`config.mk`:
```
export PLATFORM = sky130hd
export DESIGN_NAME = rdp_guard
export DESIGN_NICKNAME = d
export VERILOG_FILES = /design/src/rtl/rdp_pkg.sv /design/src/rtl/rdp_level_decode.sv /design/src/rtl/rdp_key_unlock.sv /design/src/rtl/rdp_commit_seq.sv /design/src/rtl/rdp_guard.sv
export SDC_FILE = /design/constraint.sdc
export NUM_CORES = 1
export LEC_CHECK = 0
export CAP_MARGIN = 20
export CELL_PAD_IN_SITES_DETAIL_PLACEMENT = 1
export CELL_PAD_IN_SITES_GLOBAL_PLACEMENT = 2
export CORE_MARGIN = 1.5
export CORE_UTILIZATION = 23
export DETAILED_ROUTE_END_ITERATION = 8
export HOLD_SLACK_MARGIN = 0.03
export PLACE_DENSITY = 0.86
export SETUP_SLACK_MARGIN = 0.5
export SYNTH_ARGS = -nofsm -noshare
export SYNTH_HDL_FRONTEND = slang
export SYNTH_SLANG_ARGS = --single-unit
```
`constraint.sdc`:
```
create_clock -name clk -period 4.1 [get_ports clk]
set_input_delay 0.82 -clock clk [delete_from_list [all_inputs] [get_ports clk]]
set_output_delay 0.82 -clock clk [all_outputs]
set_load 0.005 [all_outputs]
```
`src/rtl/rdp_pkg.sv`:
```
package rdp_pkg;
   typedef enum logic [1:0] {
      LVL_OPEN = 2'd0,
      LVL_READ = 2'd1,
      LVL_CHIP = 2'd2
   } rdp_lvl_e;

   typedef enum logic [1:0] {
      SQ_IDLE   = 2'd0,
      SQ_MERASE = 2'd1,
      SQ_OERASE = 2'd2,
      SQ_OPROG  = 2'd3
   } rdp_seq_e;

   typedef enum logic [1:0] {
      KS_WAIT_A = 2'd0,
      KS_WAIT_B = 2'd1,
      KS_OPEN   = 2'd2,
      KS_DEAD   = 2'd3
   } rdp_key_e;
endpackage

```
`src/rtl/rdp_level_decode.sv`:
```
module rdp_level_decode
   import rdp_pkg::*;
#(
   parameter int OB_W = 8,
   parameter logic [OB_W-1:0] OPEN_CODE = 8'hAA,
   parameter logic [OB_W-1:0] CHIP_CODE = 8'hCC
) (
   input  logic [OB_W-1:0] code,
   output rdp_lvl_e        lvl
);
   always_comb begin
      if (code == OPEN_CODE)      lvl = LVL_OPEN;
      else if (code == CHIP_CODE) lvl = LVL_CHIP;
      else                        lvl = LVL_READ;
   end
endmodule

```
`src/rtl/rdp_key_unlock.sv`:
```
module rdp_key_unlock
   import rdp_pkg::*;
#(
   parameter int KEY_W = 32,
   parameter logic [KEY_W-1:0] KEY_A = 32'h08192A3B,
   parameter logic [KEY_W-1:0] KEY_B = 32'h4C5D6E7F
) (
   input  logic             clk,
   input  logic             rst_n,
   input  logic             key_wr,
   input  logic [KEY_W-1:0] key_val,
   output logic             unlocked
);
   rdp_key_e ks_q;

   always_ff @(posedge clk or negedge rst_n) begin
      if (!rst_n) begin
         ks_q <= KS_WAIT_A;
      end else if (key_wr) begin
         case (ks_q)
            KS_WAIT_A: ks_q <= (key_val == KEY_A) ? KS_WAIT_B : KS_DEAD;
            KS_WAIT_B: ks_q <= (key_val == KEY_B) ? KS_OPEN : KS_DEAD;
            default:   ks_q <= ks_q;
         endcase
      end
   end

   assign unlocked = (ks_q == KS_OPEN);
endmodule

```
`src/rtl/rdp_commit_seq.sv`:
```
module rdp_commit_seq
   import rdp_pkg::*;
#(
   parameter int OB_W = 8
) (
   input  logic            clk,
   input  logic            rst_n,
   input  logic            unlocked,
   input  logic            start,
   input  logic [OB_W-1:0] req_code,
   input  rdp_lvl_e        req_lvl,
   input  rdp_lvl_e        cur_lvl,
   input  logic            merase_done,
   input  logic            oerase_done,
   input  logic            oprog_done,
   output logic            merase_go,
   output logic            oerase_go,
   output logic            oprog_go,
   output logic            busy,
   output logic            rej,
   output logic            commit_ok,
   output logic [OB_W-1:0] cap_code
);
   rdp_seq_e st_q;
   logic     take;

   assign take = start && unlocked && (st_q == SQ_IDLE);

   always_ff @(posedge clk or negedge rst_n) begin
      if (!rst_n) begin
         st_q     <= SQ_IDLE;
         rej      <= 1'b0;
         cap_code <= '0;
      end else begin
         rej <= take && (cur_lvl == LVL_CHIP);
         case (st_q)
            SQ_IDLE: begin
               if (take && cur_lvl != LVL_CHIP) begin
                  cap_code <= req_code;
                  st_q <= (cur_lvl == LVL_READ && req_lvl == LVL_OPEN) ? SQ_MERASE : SQ_OERASE;
               end
            end
            SQ_MERASE: if (merase_done) st_q <= SQ_OERASE;
            SQ_OERASE: if (oerase_done) st_q <= SQ_OPROG;
            SQ_OPROG:  if (oprog_done)  st_q <= SQ_IDLE;
            default:   st_q <= SQ_IDLE;
         endcase
      end
   end

   assign merase_go = (st_q == SQ_MERASE);
   assign oerase_go = (st_q == SQ_OERASE);
   assign oprog_go  = (st_q == SQ_OPROG);
   assign busy      = (st_q != SQ_IDLE);
   assign commit_ok = oprog_go && oprog_done;
endmodule

```
`src/rtl/rdp_guard.sv`:
```
module rdp_guard
   import rdp_pkg::*;
#(
   parameter int KEY_W = 32,
   parameter logic [KEY_W-1:0] KEY_A = 32'h08192A3B,
   parameter logic [KEY_W-1:0] KEY_B = 32'h4C5D6E7F,
   parameter int OB_W = 8,
   parameter logic [OB_W-1:0] OPEN_CODE = 8'hAA,
   parameter logic [OB_W-1:0] CHIP_CODE = 8'hCC,
   parameter logic [OB_W-1:0] INIT_CODE = 8'hAA
) (
   input  logic             clk,
   input  logic             rst_n,
   input  logic             key_wr,
   input  logic [KEY_W-1:0] key_val,
   output logic             opt_locked,
   input  logic [OB_W-1:0]  req_code,
   input  logic             commit_start,
   input  logic             dbg_attached,
   input  logic             ram_boot,
   input  logic             rd_req,
   input  logic             pe_req,
   output logic             rd_grant,
   output logic             pe_grant,
   output logic             bus_err,
   output logic [1:0]       prot_level,
   output logic             busy,
   output logic             commit_rej,
   output logic             merase_go,
   input  logic             merase_done,
   output logic             oerase_go,
   input  logic             oerase_done,
   output logic             oprog_go,
   input  logic             oprog_done,
   output logic [OB_W-1:0]  oprog_code
);
   localparam int NDEC = 2;

   generate
      if (OPEN_CODE == CHIP_CODE) begin : g_bad_codes
         $error("rdp_guard: OPEN_CODE and CHIP_CODE must differ");
      end
      if (KEY_A == KEY_B) begin : g_bad_keys
         $error("rdp_guard: the two unlock keys must differ");
      end
      if (OB_W < 2) begin : g_bad_width
         $error("rdp_guard: OB_W too small");
      end
   endgenerate

   logic [OB_W-1:0] stored_q;
   logic [OB_W-1:0] dec_in  [NDEC];
   rdp_lvl_e        dec_out [NDEC];
   logic            unlocked, commit_ok, blocked;
   logic [OB_W-1:0] cap_code;

   assign dec_in[0] = stored_q;
   assign dec_in[1] = req_code;

   genvar g;
   generate
      for (g = 0; g < NDEC; g++) begin : g_dec
         rdp_level_decode #(
            .OB_W(OB_W), .OPEN_CODE(OPEN_CODE), .CHIP_CODE(CHIP_CODE)
         ) dec_i (
            .code(dec_in[g]),
            .lvl (dec_out[g])
         );
      end
   endgenerate

   rdp_key_unlock #(.KEY_W(KEY_W), .KEY_A(KEY_A), .KEY_B(KEY_B)) key_i (
      .clk(clk), .rst_n(rst_n), .key_wr(key_wr), .key_val(key_val), .unlocked(unlocked)
   );

   rdp_commit_seq #(.OB_W(OB_W)) seq_i (
      .clk(clk), .rst_n(rst_n), .unlocked(unlocked), .start(commit_start),
      .req_code(req_code), .req_lvl(dec_out[1]), .cur_lvl(dec_out[0]),
      .merase_done(merase_done), .oerase_done(oerase_done), .oprog_done(oprog_done),
      .merase_go(merase_go), .oerase_go(oerase_go), .oprog_go(oprog_go),
      .busy(busy), .rej(commit_rej), .commit_ok(commit_ok), .cap_code(cap_code)
   );

   always_ff @(posedge clk or negedge rst_n) begin
      if (!rst_n)         stored_q <= INIT_CODE;
      else if (commit_ok) stored_q <= cap_code;
   end

   assign blocked    = (dec_out[0] != LVL_OPEN) && (dbg_attached || ram_boot);
   assign rd_grant   = rd_req && !blocked;
   assign pe_grant   = pe_req && !blocked;
   assign bus_err    = rd_req && blocked;
   assign prot_level = dec_out[0];
   assign opt_locked = !unlocked;
   assign oprog_code = cap_code;
endmodule

```
==> impl_metrics.csv, run 1 <==
group,metric,value,unit
grt,antenna_found_initial,0,
power_and_ir_drop,clockPowerShare,13.2,%
flow_run,drv_cap,0,
grt,grt_overflow,0,
sta,final.setup.tns,0,ps
cts,clk_pin_slew,70,ps
finish,antennaDiodeCount,0,
setup_path,cpMostUsedCell,"clkdlybuf4s50_1",
yosys,yosysTopAreaCell,"dfrtp_1",
cts,cts_tree,"yes",
yosys,synth.cell_area,1170,µm²
worst_hold_path,holdCritPathClass,"reg -> reg",
sta,report.final.slew_viol_count,0,
sta,skew,1.40,ps
power_and_ir_drop,power.leakage,0.772,nW
sta,clock.fmax,331,MHz
power_and_ir_drop,powerDensity,498,nW/µm²
finish,final_cell_mix,"69 x clkdlybuf4s50_1, 17 x dfrtp_1, 16 x mux2_2",
sta,fin_crit,3020,ps
placed_design,port_buffers,69,
floorplan,dieWidth,74.3,µm
cts,cts_resized,0,
power_and_ir_drop,p_switching,297,µW
cts,hold_buffers,0,
grt,grt_pass1_vias,1200,
placed_design,dpl_worst_slack,1070,ps
cts,post_cts_buffers,0,
finish,final_common_cell,"clkdlybuf4s50_1",
drt,via_per_inst,4.47,
floorplan,rows,25,
setup_path,start_kind,"primary input",
floorplan,coreArea,4820,µm²
yosys,synth_top_cell_area_share,36.4,%
placed_design,gp_congestion,0.696,
setup_path,path_cells,"clkdlybuf4s50_1, nor2_1, a21oi_1, and2_1, clkdlybuf4s50_1",
setup_path,worstSetupEndpoint,"bus_err",
grt,gr-usage-all-layers,13.2,%
floorplan,ios,70,
drt,wl_per_cell,14.4,µm
sta,fin_crit_sh,73.7,%
setup_path,crit_slowest_cell,"clkdlybuf4s50_1",
setup_path,r2r_cells,6,
yosys,synth.area.top_cells,"dfrtp_1 36%, mux2_2 15%, dfstp_2 9.0%, ha_1 5.3%, nor4bb_1 3.4%",
outcome,run_status,"finished clean",
floorplan,dieHeight,74.3,µm
power_and_ir_drop,seqPwrFrac,39.1,%
drt,firstDrtPassIters,3,
finish,regArea,531,µm²
finish,fin_util,41.3,%
setup_path,regToRegSetupSlack,2140,ps
setup_path,startpoint,"dbg_attached",
grt,grt_max_degree,22,
cts,htreeDepth,1,
drt,routed_wl,3.39,mm
setup_path,setup.worst_path.class,"in -> out",
setup_path,reg2reg_from,"seq_i.st_q[0]",
power_and_ir_drop,p_int,695,µW
finish,multi_input_area,613,µm²
yosys,synth-seq-cells,21,
floorplan,die_area,5520,µm²
setup_path,r2r-end,"seq_i.st_q[0]",
drt,route.vias.total,1056,
floorplan,initial_core_util,24.3,%
yosys,ys_types,31,
cts,cts-root-buf,"clkbuf_8",
yosys,synth_nets,152,
finish,syn_to_final_growth,70.1,%
drt,drt-initial-drc-count,28,
setup_path,cp_max_fo,3,
sta,tightestPinTransition,956,ps
yosys,synth-seq-area-share,45.3,%
worst_hold_path,hold_start,"stored_q[0]",
finish,fill_cells,547,
power_and_ir_drop,p_sw_share,29.9,%
setup_path,cp.arrival,2200,ps
setup_path,slowest_delay,490,ps
yosys,syn_avg_cell_area,12.2,µm²
sta,relSlewSlack,36.1,%
power_and_ir_drop,vdd_drop_max,0.000175,V
yosys,syn_inst,96,
setup_path,required,3280,ps
sta,rsz0062_at_grt,"no",
cts,cts_buffers,3,
sta,setup_ws,1080,ps
placed_design,hpwl,2.92,mm
sta,finalHoldViolCount,0,
setup_path,end_kind,"output pin",
power_and_ir_drop,comb_power_share,47.7,%
finish,drive_above_1_share,16.6,%
finish,final_nets,226,
drt,drc,0,
yosys,yosys_warnings,0,
cts,clk_latency,250,ps
cts,clkSinkCount,21,
drt,ant_nets,0,
grt,grt_first_pass_wirelength,5.58,mm
sta,setup_viol,0,
cts,cts_buffer_depth,2,
==> metrics by stage <==
step / hold WS, ps / cell area [µm²] / total power [mW] / instances
finish: 534 / 1990 / 0.991 / 236
global route: 551 / 1990 / 1.07 / 236
CTS: 536 / 1990 / 1.01 / 236
detailed placement: 521 / 1940 / 0.872 / 232
global placement: 503 / 1940 / 0.845 / 232
floorplan: 477 / 1170 / 0.623 / 96
==> Yosys cell counts, drive strengths merged <==
master / n
nor3: 4
nand4: 4
mux2i: 1
nor2: 3
mux2: 17
o22ai: 2
and2: 1
nor4b: 1
ha: 5
nand2: 2
nand4bb: 1
and4bb: 2
or4b: 1
nor3b: 1
inv: 7
o221a: 1
a21oi: 5
dfstp: 4
or4bb: 1
nand4b: 2
nand3: 2
and4b: 1
nor4bb: 4
o21a: 1
nor4: 1
nand2b: 1
dfrtp: 17
nor2b: 3
o41ai: 1
==> logic make-up after synthesis <==
logic type / count (synthesis) / share of synthesized area (%)
AND/OR/NAND/NOR: 35 / 22.2
flip-flops: 21 / 45.3
multiplexers: 18 / 17.5
AO/OA/AOI/OAI: 10 / 7.27
buffers and inverters: 7 / 2.25
adder cells (fa/ha/maj): 5 / 5.35
==> worst min path at each step <==
| stage | end | slack, ps | depth (start not counted) |
|---|---|---|---|
| 4_1_cts | stored_q[0] | 540 | 1 |
| 3_5_place_dp | stored_q[0] | 520 | 1 |
| 5_1_grt | stored_q[0] | 550 | 1 |
| 2_1_floorplan | key_i.ks_q[1] | 480 | 2 |
| 3_3_place_gp | stored_q[4] | 500 | 1 |
| 6_report | stored_q[0] | 530 | 1 |
==> power groups by stage <==
stage	registers, mW	logic, mW	clock network, mW
2_1_floorplan	0.373	0.251	0
3_3_place_gp	0.388	0.456	0
3_5_place_dp	0.394	0.478	0
4_1_cts	0.391	0.480	0.136
5_1_grt	0.406	0.515	0.147
6_report	0.388	0.473	0.131
==> sequential cells by signal, indices dropped and copies added, names as in the netlist <==
register / cells
seq_i.st_q: 2
seq_i.rej: 1
stored_q: 8
seq_i.cap_code: 8
key_i.ks_q: 2
==> layout make-up <==
class                           count  share of cell area (%)
Clock buffer                        4                    2.26
Inverter                            7                    1.32
Multi-Input combinational cell     68                    30.8
Sequential cell                    21                    26.7
Tap cell                           67                    4.21
Timing Repair Buffer               69                    34.7
==> worst max-delay path: cells and delay by family <==
kind | cells | cell delay (ps)
AOI/OAI and AO/OA | 1 | 210
buffers and inverters | 2 | 960
and+or+nand+nor | 2 | 200
==> layer usage <==
metal	global-route usage, %	share of wire (%)
met2	23.7	51
met5	0	0
met4	3.03	0.53
met3	3.66	7.4
met1	15.5	41
(Power assumes the default switching activity.)
==> run 2: changes to the inputs <==
--- a/config.mk
+++ b/config.mk
@@ -9,10 +9,10 @@
 export CELL_PAD_IN_SITES_DETAIL_PLACEMENT = 1
 export CELL_PAD_IN_SITES_GLOBAL_PLACEMENT = 2
 export CORE_MARGIN = 1.5
-export CORE_UTILIZATION = 23
+export CORE_UTILIZATION = 19
 export DETAILED_ROUTE_END_ITERATION = 8
 export HOLD_SLACK_MARGIN = 0.03
-export PLACE_DENSITY = 0.86
+export PLACE_DENSITY = 0.76
 export SETUP_SLACK_MARGIN = 0.5
 export SYNTH_ARGS = -nofsm -noshare
 export SYNTH_HDL_FRONTEND = slang
==> constraint.sdc (replaced) <==
create_clock -name clk -period 2.5 [get_ports clk]
set_input_delay 0.5 -clock clk [delete_from_list [all_inputs] [get_ports clk]]
set_output_delay 0.5 -clock clk [all_outputs]
set_load 0.005 [all_outputs]
==> run 2 against run 1 <==
Final cell count increased by 6.8%. Sequential power rose by 67%. Sequential cell count unchanged. Power rose by 73%. Critical path depth unchanged. Largest cell class unchanged. Combinational power grew 77%. Register-to-register slack worse by 1500 ps. Worst setup slack got worse by 660 ps. Critical endpoint is now pe_grant. Hold slack improved by 8.0 ps. Via count rose by 4.8%.
==> impl_metrics.csv, run 2 (synthesis results as in run 1) <==
group,metric,value,unit
outcome,run_status,"finished clean",
cts,clk_pin_slew,80,ps
floorplan,ios,70,
setup_path,path_delay_family,"flip-flops",
finish,fin_cells,252,
cts,hold_buffers,0,
sta,fin_crit_sh,83.2,%
power_and_ir_drop,powerDensity,832,nW/µm²
grt,gr-usage-all-layers,11.4,%
cts,htreeDepth,1,
worst_hold_path,hold_end,"stored_q[0]",
drt,firstDrtPassIters,4,
flow_run,drv_cap,0,
grt,grt_first_pass_wirelength,5.60,mm
finish,drive_above_1_share,26.0,%
floorplan,dieHeight,81.5,µm
power_and_ir_drop,clockPowerShare,13.3,%
finish,final_nets,234,
setup_path,required,2000,ps
sta,report.final.slew_viol_count,0,
placed_design,dpl_worst_slack,149,ps
sta,hold_ws,542,ps
sta,final.setup.tns,0,ps
grt,grt_max_degree,22,
finish,syn_to_final_growth,76.2,%
drt,routed_wl,3.61,mm
cts,cts_buffers,3,
floorplan,dieWidth,81.5,µm
drt,via_per_inst,4.39,
sta,tightestPinTransition,391,ps
setup_path,reg2reg_from,"seq_i.st_q[0]",
sta,rsz0062_at_grt,"yes",
cts,cts-root-buf,"clkbuf_8",
sta,setup_viol,0,
sta,clock.fmax,481,MHz
setup_path,path_cells,"nor4bb_4, a21oi_2, buf_4, nor2b_1, buf_2",
worst_hold_path,holdCritPathClass,"reg -> reg",
placed_design,port_buffers,69,
setup_path,crit_slowest_cell,"dfstp_2",
setup_path,setup.worst_path.class,"reg -> out",
drt,wl_per_cell,14.3,µm
grt,grt_overflow,0,
setup_path,start_kind,"register",
power_and_ir_drop,p_switching,534,µW
cts,clk_latency,260,ps
floorplan,coreArea,5920,µm²
setup_path,cp.arrival,1580,ps
placed_design,place_area,1970,µm²
setup_path,cp_max_fo,3,
drt,route.vias.total,1107,
power_and_ir_drop,comb_power_share,48.8,%
setup_path,r2r_cells,6,
power_and_ir_drop,power.leakage,0.864,nW
finish,fin_util,34.8,%
sta,skew,2.69,ps
grt,grt_pass1_vias,1197,
setup_path,end_kind,"output pin",
floorplan,initial_core_util,19.8,%
cts,cts_buffer_depth,2,
worst_hold_path,hold_start,"stored_q[0]",
setup_path,slowest_delay,550,ps
power_and_ir_drop,power.total,1.71,mW
floorplan,rows,28,
finish,final_area,2060,µm²
power_and_ir_drop,vdd_drop_max,0.000230,V
sta,relSlewSlack,73.9,%
placed_design,gp_congestion,0.762,
placed_design,dp_cells,242,
setup_path,critPathBufInv,2,
sta,fin_crit,2080,ps
setup_path,regToRegSetupSlack,680,ps
power_and_ir_drop,seqPwrFrac,37.9,%
cts,cts_tree,"yes",
cts,clkSinkCount,21,
floorplan,die_area,6640,µm²
finish,reg_top3,"seq_i.cap_code x8, stored_q x8",
finish,antennaDiodeCount,0,
drt,drt-initial-drc-count,12,
drt,drc,0,
placed_design,hpwl,2.97,mm
worst_hold_path,worstHoldPathCells,1,
power_and_ir_drop,p_int,1.18,mW
sta,finalHoldViolCount,0,
finish,final_cell_mix,"60 x clkdlybuf4s50_1, 17 x dfrtp_1, 16 x mux2_2",
grt,antenna_found_initial,0,
sta,setup_ws,421,ps
finish,final_common_cell,"clkdlybuf4s50_1",
power_and_ir_drop,p_sw_share,31.1,%
setup_path,r2r-end,"seq_i.st_q[0]",
drt,ant_nets,0,
## run 2: area by class of cell
cell class | count | area, µm²
Clock buffer | 3 | 41.3
Clock inverter | 1 | 5.00
Fill cell | 640 | 3860
Inverter | 7 | 26.3
Multi-Input combinational cell | 68 | 632
Sequential cell | 21 | 531
Tap cell | 75 | 93.8
Timing Repair Buffer | 77 | 732
## run 2: power by group through the flow
stage               logic, mW  clock network (mW)  registers [mW]
floorplan               0.411                   0           0.611
global placement        0.758                   0           0.642
detailed placement      0.785                   0           0.657
CTS                     0.856               0.230           0.651
global route            0.908               0.251           0.678
finish                  0.836               0.228           0.649
## run 2: how the worst max path moves through the flow
stage | from | cells past startpoint | endpoint | slack (ps)
CTS | stored_q[1] | 5 | pe_grant | 420
detailed placement | dbg_attached | 5 | bus_err | 150
finish | stored_q[1] | 5 | pe_grant | 420
floorplan | seq_i.st_q[0] | 6 | seq_i.st_q[0] | 770
global route | stored_q[1] | 5 | pe_grant | 310
global placement | ram_boot | 5 | bus_err | 200
## run 2: what timing repair did
action	CTS	global route
setup buffers	6	0
pin swaps	6	3
cloned	0	0
gates resized for setup	24	5
endpoints found under the setup margin	7	8
## run 2: per-layer routing
| layer | GRT usage (%) | routed length, µm |
|---|---|---|
| met4 | 3.62 | 45 |
| met1 | 11.4 | 1300 |
| met2 | 21.1 | 1840 |
| met3 | 4.89 | 425 |
| met5 | 0 | 0 |
==> run 3: changes to the inputs <==
==> constraint.sdc (replaced) <==
create_clock -name clk -period 1.8 [get_ports clk]
set_input_delay 0.36 -clock clk [delete_from_list [all_inputs] [get_ports clk]]
set_output_delay 0.36 -clock clk [all_outputs]
set_load 0.005 [all_outputs]
==> run 3 against run 2 <==
The flow now finishes with violations (negative setup slack). Clock power increased by 39%. Sequential cell count unchanged. Count of clock-buffer cells in the layout unchanged. Register-to-register slack got worse by 700 ps. Die area unchanged. First-iteration DRC count increased by 100%. Critical endpoint unchanged. Largest power group unchanged.
==> impl_metrics.csv, run 3 (synthesis results as in run 1) <==
group,metric,value,unit
outcome,run_status,"complete, but fails checks",
outcome,violations,"negative setup slack",
grt,grt_busiest_layer,"met2",
finish,fin_util,43.8,%
placed_design,place_area,2090,µm²
power_and_ir_drop,power.leakage,1.18,nW
finish,reg_top3,"seq_i.cap_code x8, stored_q x8",
setup_path,setup.worst_path.class,"reg -> out",
drt,wl_per_cell,17.0,µm
drt,routed_wl,4.90,mm
sta,skew,4.34,ps
power_and_ir_drop,vdd_drop_max,0.000560,V
grt,grt.met3_usage,1.11,%
placed_design,hpwl,3.34,mm
drt,drc,0,
floorplan,initial_core_util,19.8,%
placed_design,dp_cells,249,
sta,hold_ws,443,ps
finish,final_area,2590,µm²
floorplan,dieHeight,81.5,µm
power_and_ir_drop,clockPowerShare,9.4,%
cts,cts_buffers,3,
sta,tightestPinTransition,317,ps
cts,cts_buffer_depth,2,
sta,report.final.slew_viol_count,0,
power_and_ir_drop,p_int,2.32,mW
drt,ant_nets,0,
flow_run,drv_cap,0,
worst_hold_path,holdCritPathClass,"in -> async",
drt,route.vias.total,1256,
power_and_ir_drop,powerDensity,1310,nW/µm²
power_and_ir_drop,seqPwrFrac,26.1,%
finish,drive_above_1_share,51.6,%
cts,clkSinkCount,21,
setup_path,end_kind,"output pin",
grt,met2_usage,28.3,%
sta,fin_crit_sh,112,%
grt,grt_max_degree,22,
power_and_ir_drop,comb_power_share,64.5,%
sta,setup_viol,6,
finish,final_cell_mix,"25 x buf_4, 23 x clkdlybuf4s50_1, 22 x buf_6",
placed_design,dpl_worst_slack,-202,ps
finish,syn_to_final_growth,122,%
placed_design,port_buffers,69,
floorplan,ios,70,
grt,grt_overflow,0,
setup_path,startpoint,"stored_q[1]",
grt,grt_util_met1,17.7,%
finish,regArea,531,µm²
setup_path,cp.arrival,1650,ps
sta,setup_ws,-212,ps
setup_path,regToRegSetupSlack,-20,ps
finish,fin_cells,288,
setup_path,start_kind,"register",
floorplan,dieWidth,81.5,µm
grt,grt_pass1_vias,1418,
setup_path,cp_max_fo,4,
floorplan,die_area,6640,µm²
placed_design,gp_congestion,0.710,
grt,gr-usage-all-layers,15.2,%
cts,cts_tree,"yes",
cts,clk_latency,260,ps
finish,antennaDiodeCount,0,
cts,htreeDepth,1,
finish,final_common_cell,"buf_4",
cts,clk_pin_slew,80,ps
setup_path,required,1440,ps
drt,firstDrtPassIters,4,
sta,fin_crit,2010,ps
sta,relSlewSlack,78.9,%
cts,hold_buffers,0,
power_and_ir_drop,p_switching,1.07,mW
power_and_ir_drop,power.total,3.39,mW
sta,finalHoldViolCount,0,
drt,via_per_inst,4.36,
drt,drt-initial-drc-count,24,
finish,fill_cells,650,
floorplan,coreArea,5920,µm²
finish,final_nets,270,
sta,clock.fmax,497,MHz
cts,cts-root-buf,"clkbuf_8",
sta,rsz0062_at_grt,"yes",
floorplan,rows,28,
setup_path,reg2reg_from,"stored_q[5]",
finish,multi_input_area,851,µm²
power_and_ir_drop,p_sw_share,31.6,%
grt,antenna_found_initial,0,
grt,grt_first_pass_wirelength,7.33,mm
sta,final.setup.tns,-753,ps
run 3: final timing paths:
| check | end | depth (start not counted) |
|---|---|---|
| min in group clk | key_i.ks_q[1] | 4 |
| worst max register to register | seq_i.st_q[0] | 6 |
| worst max-delay path | pe_grant | 6 |
| worst min-delay path | key_i.ks_q[0] | 2 |
| worst min register to register | seq_i.cap_code[2] | 1 |
| max in group asynchronous | stored_q[1] | 2 |
run 3: timing repair:
item                                    in CTS  in global routing
cloned                                       0                  0
endpoints found under the setup margin      38                 38
pin swaps                                   23                 17
gates resized for setup                    127                 29
setup buffers                               28                  7
run 3: layout make-up:
type                    count  area share, %
repair buffers            113           40.3
flip-flops and latches     21           20.4
inverters                   7           1.11
multi-input cells          68           32.8
well taps                  75           3.62
clock inverters             1          0.193
clock buffers               3           1.59
run 3: power by group through the flow:
stage | Sequential [mW] | Clock (mW) | Combinational, mW
after CTS | 0.870 | 0.324 | 1.97
after floorplan | 0.866 | 0 | 0.619
after detailed placement | 0.918 | 0 | 1.25
after global placement | 0.909 | 0 | 1.21
final | 0.884 | 0.318 | 2.19
after global routing | 0.912 | 0.347 | 2.33
run 3: routing by layer:
layer / wire length, µm / part of all wire, %
met1: 2010 / 41
met3: 105 / 2.1
met5: 0 / 0
met4: 78 / 1.6
met2: 2700 / 55
run 3: worst max-delay path: stages (launching register included):
cell and delay (ps):
dfstp_2 550, nor4bb_4 300, buf_4 170, a21oi_4 50, buf_6 120, nor2b_4 90
buf_2 110
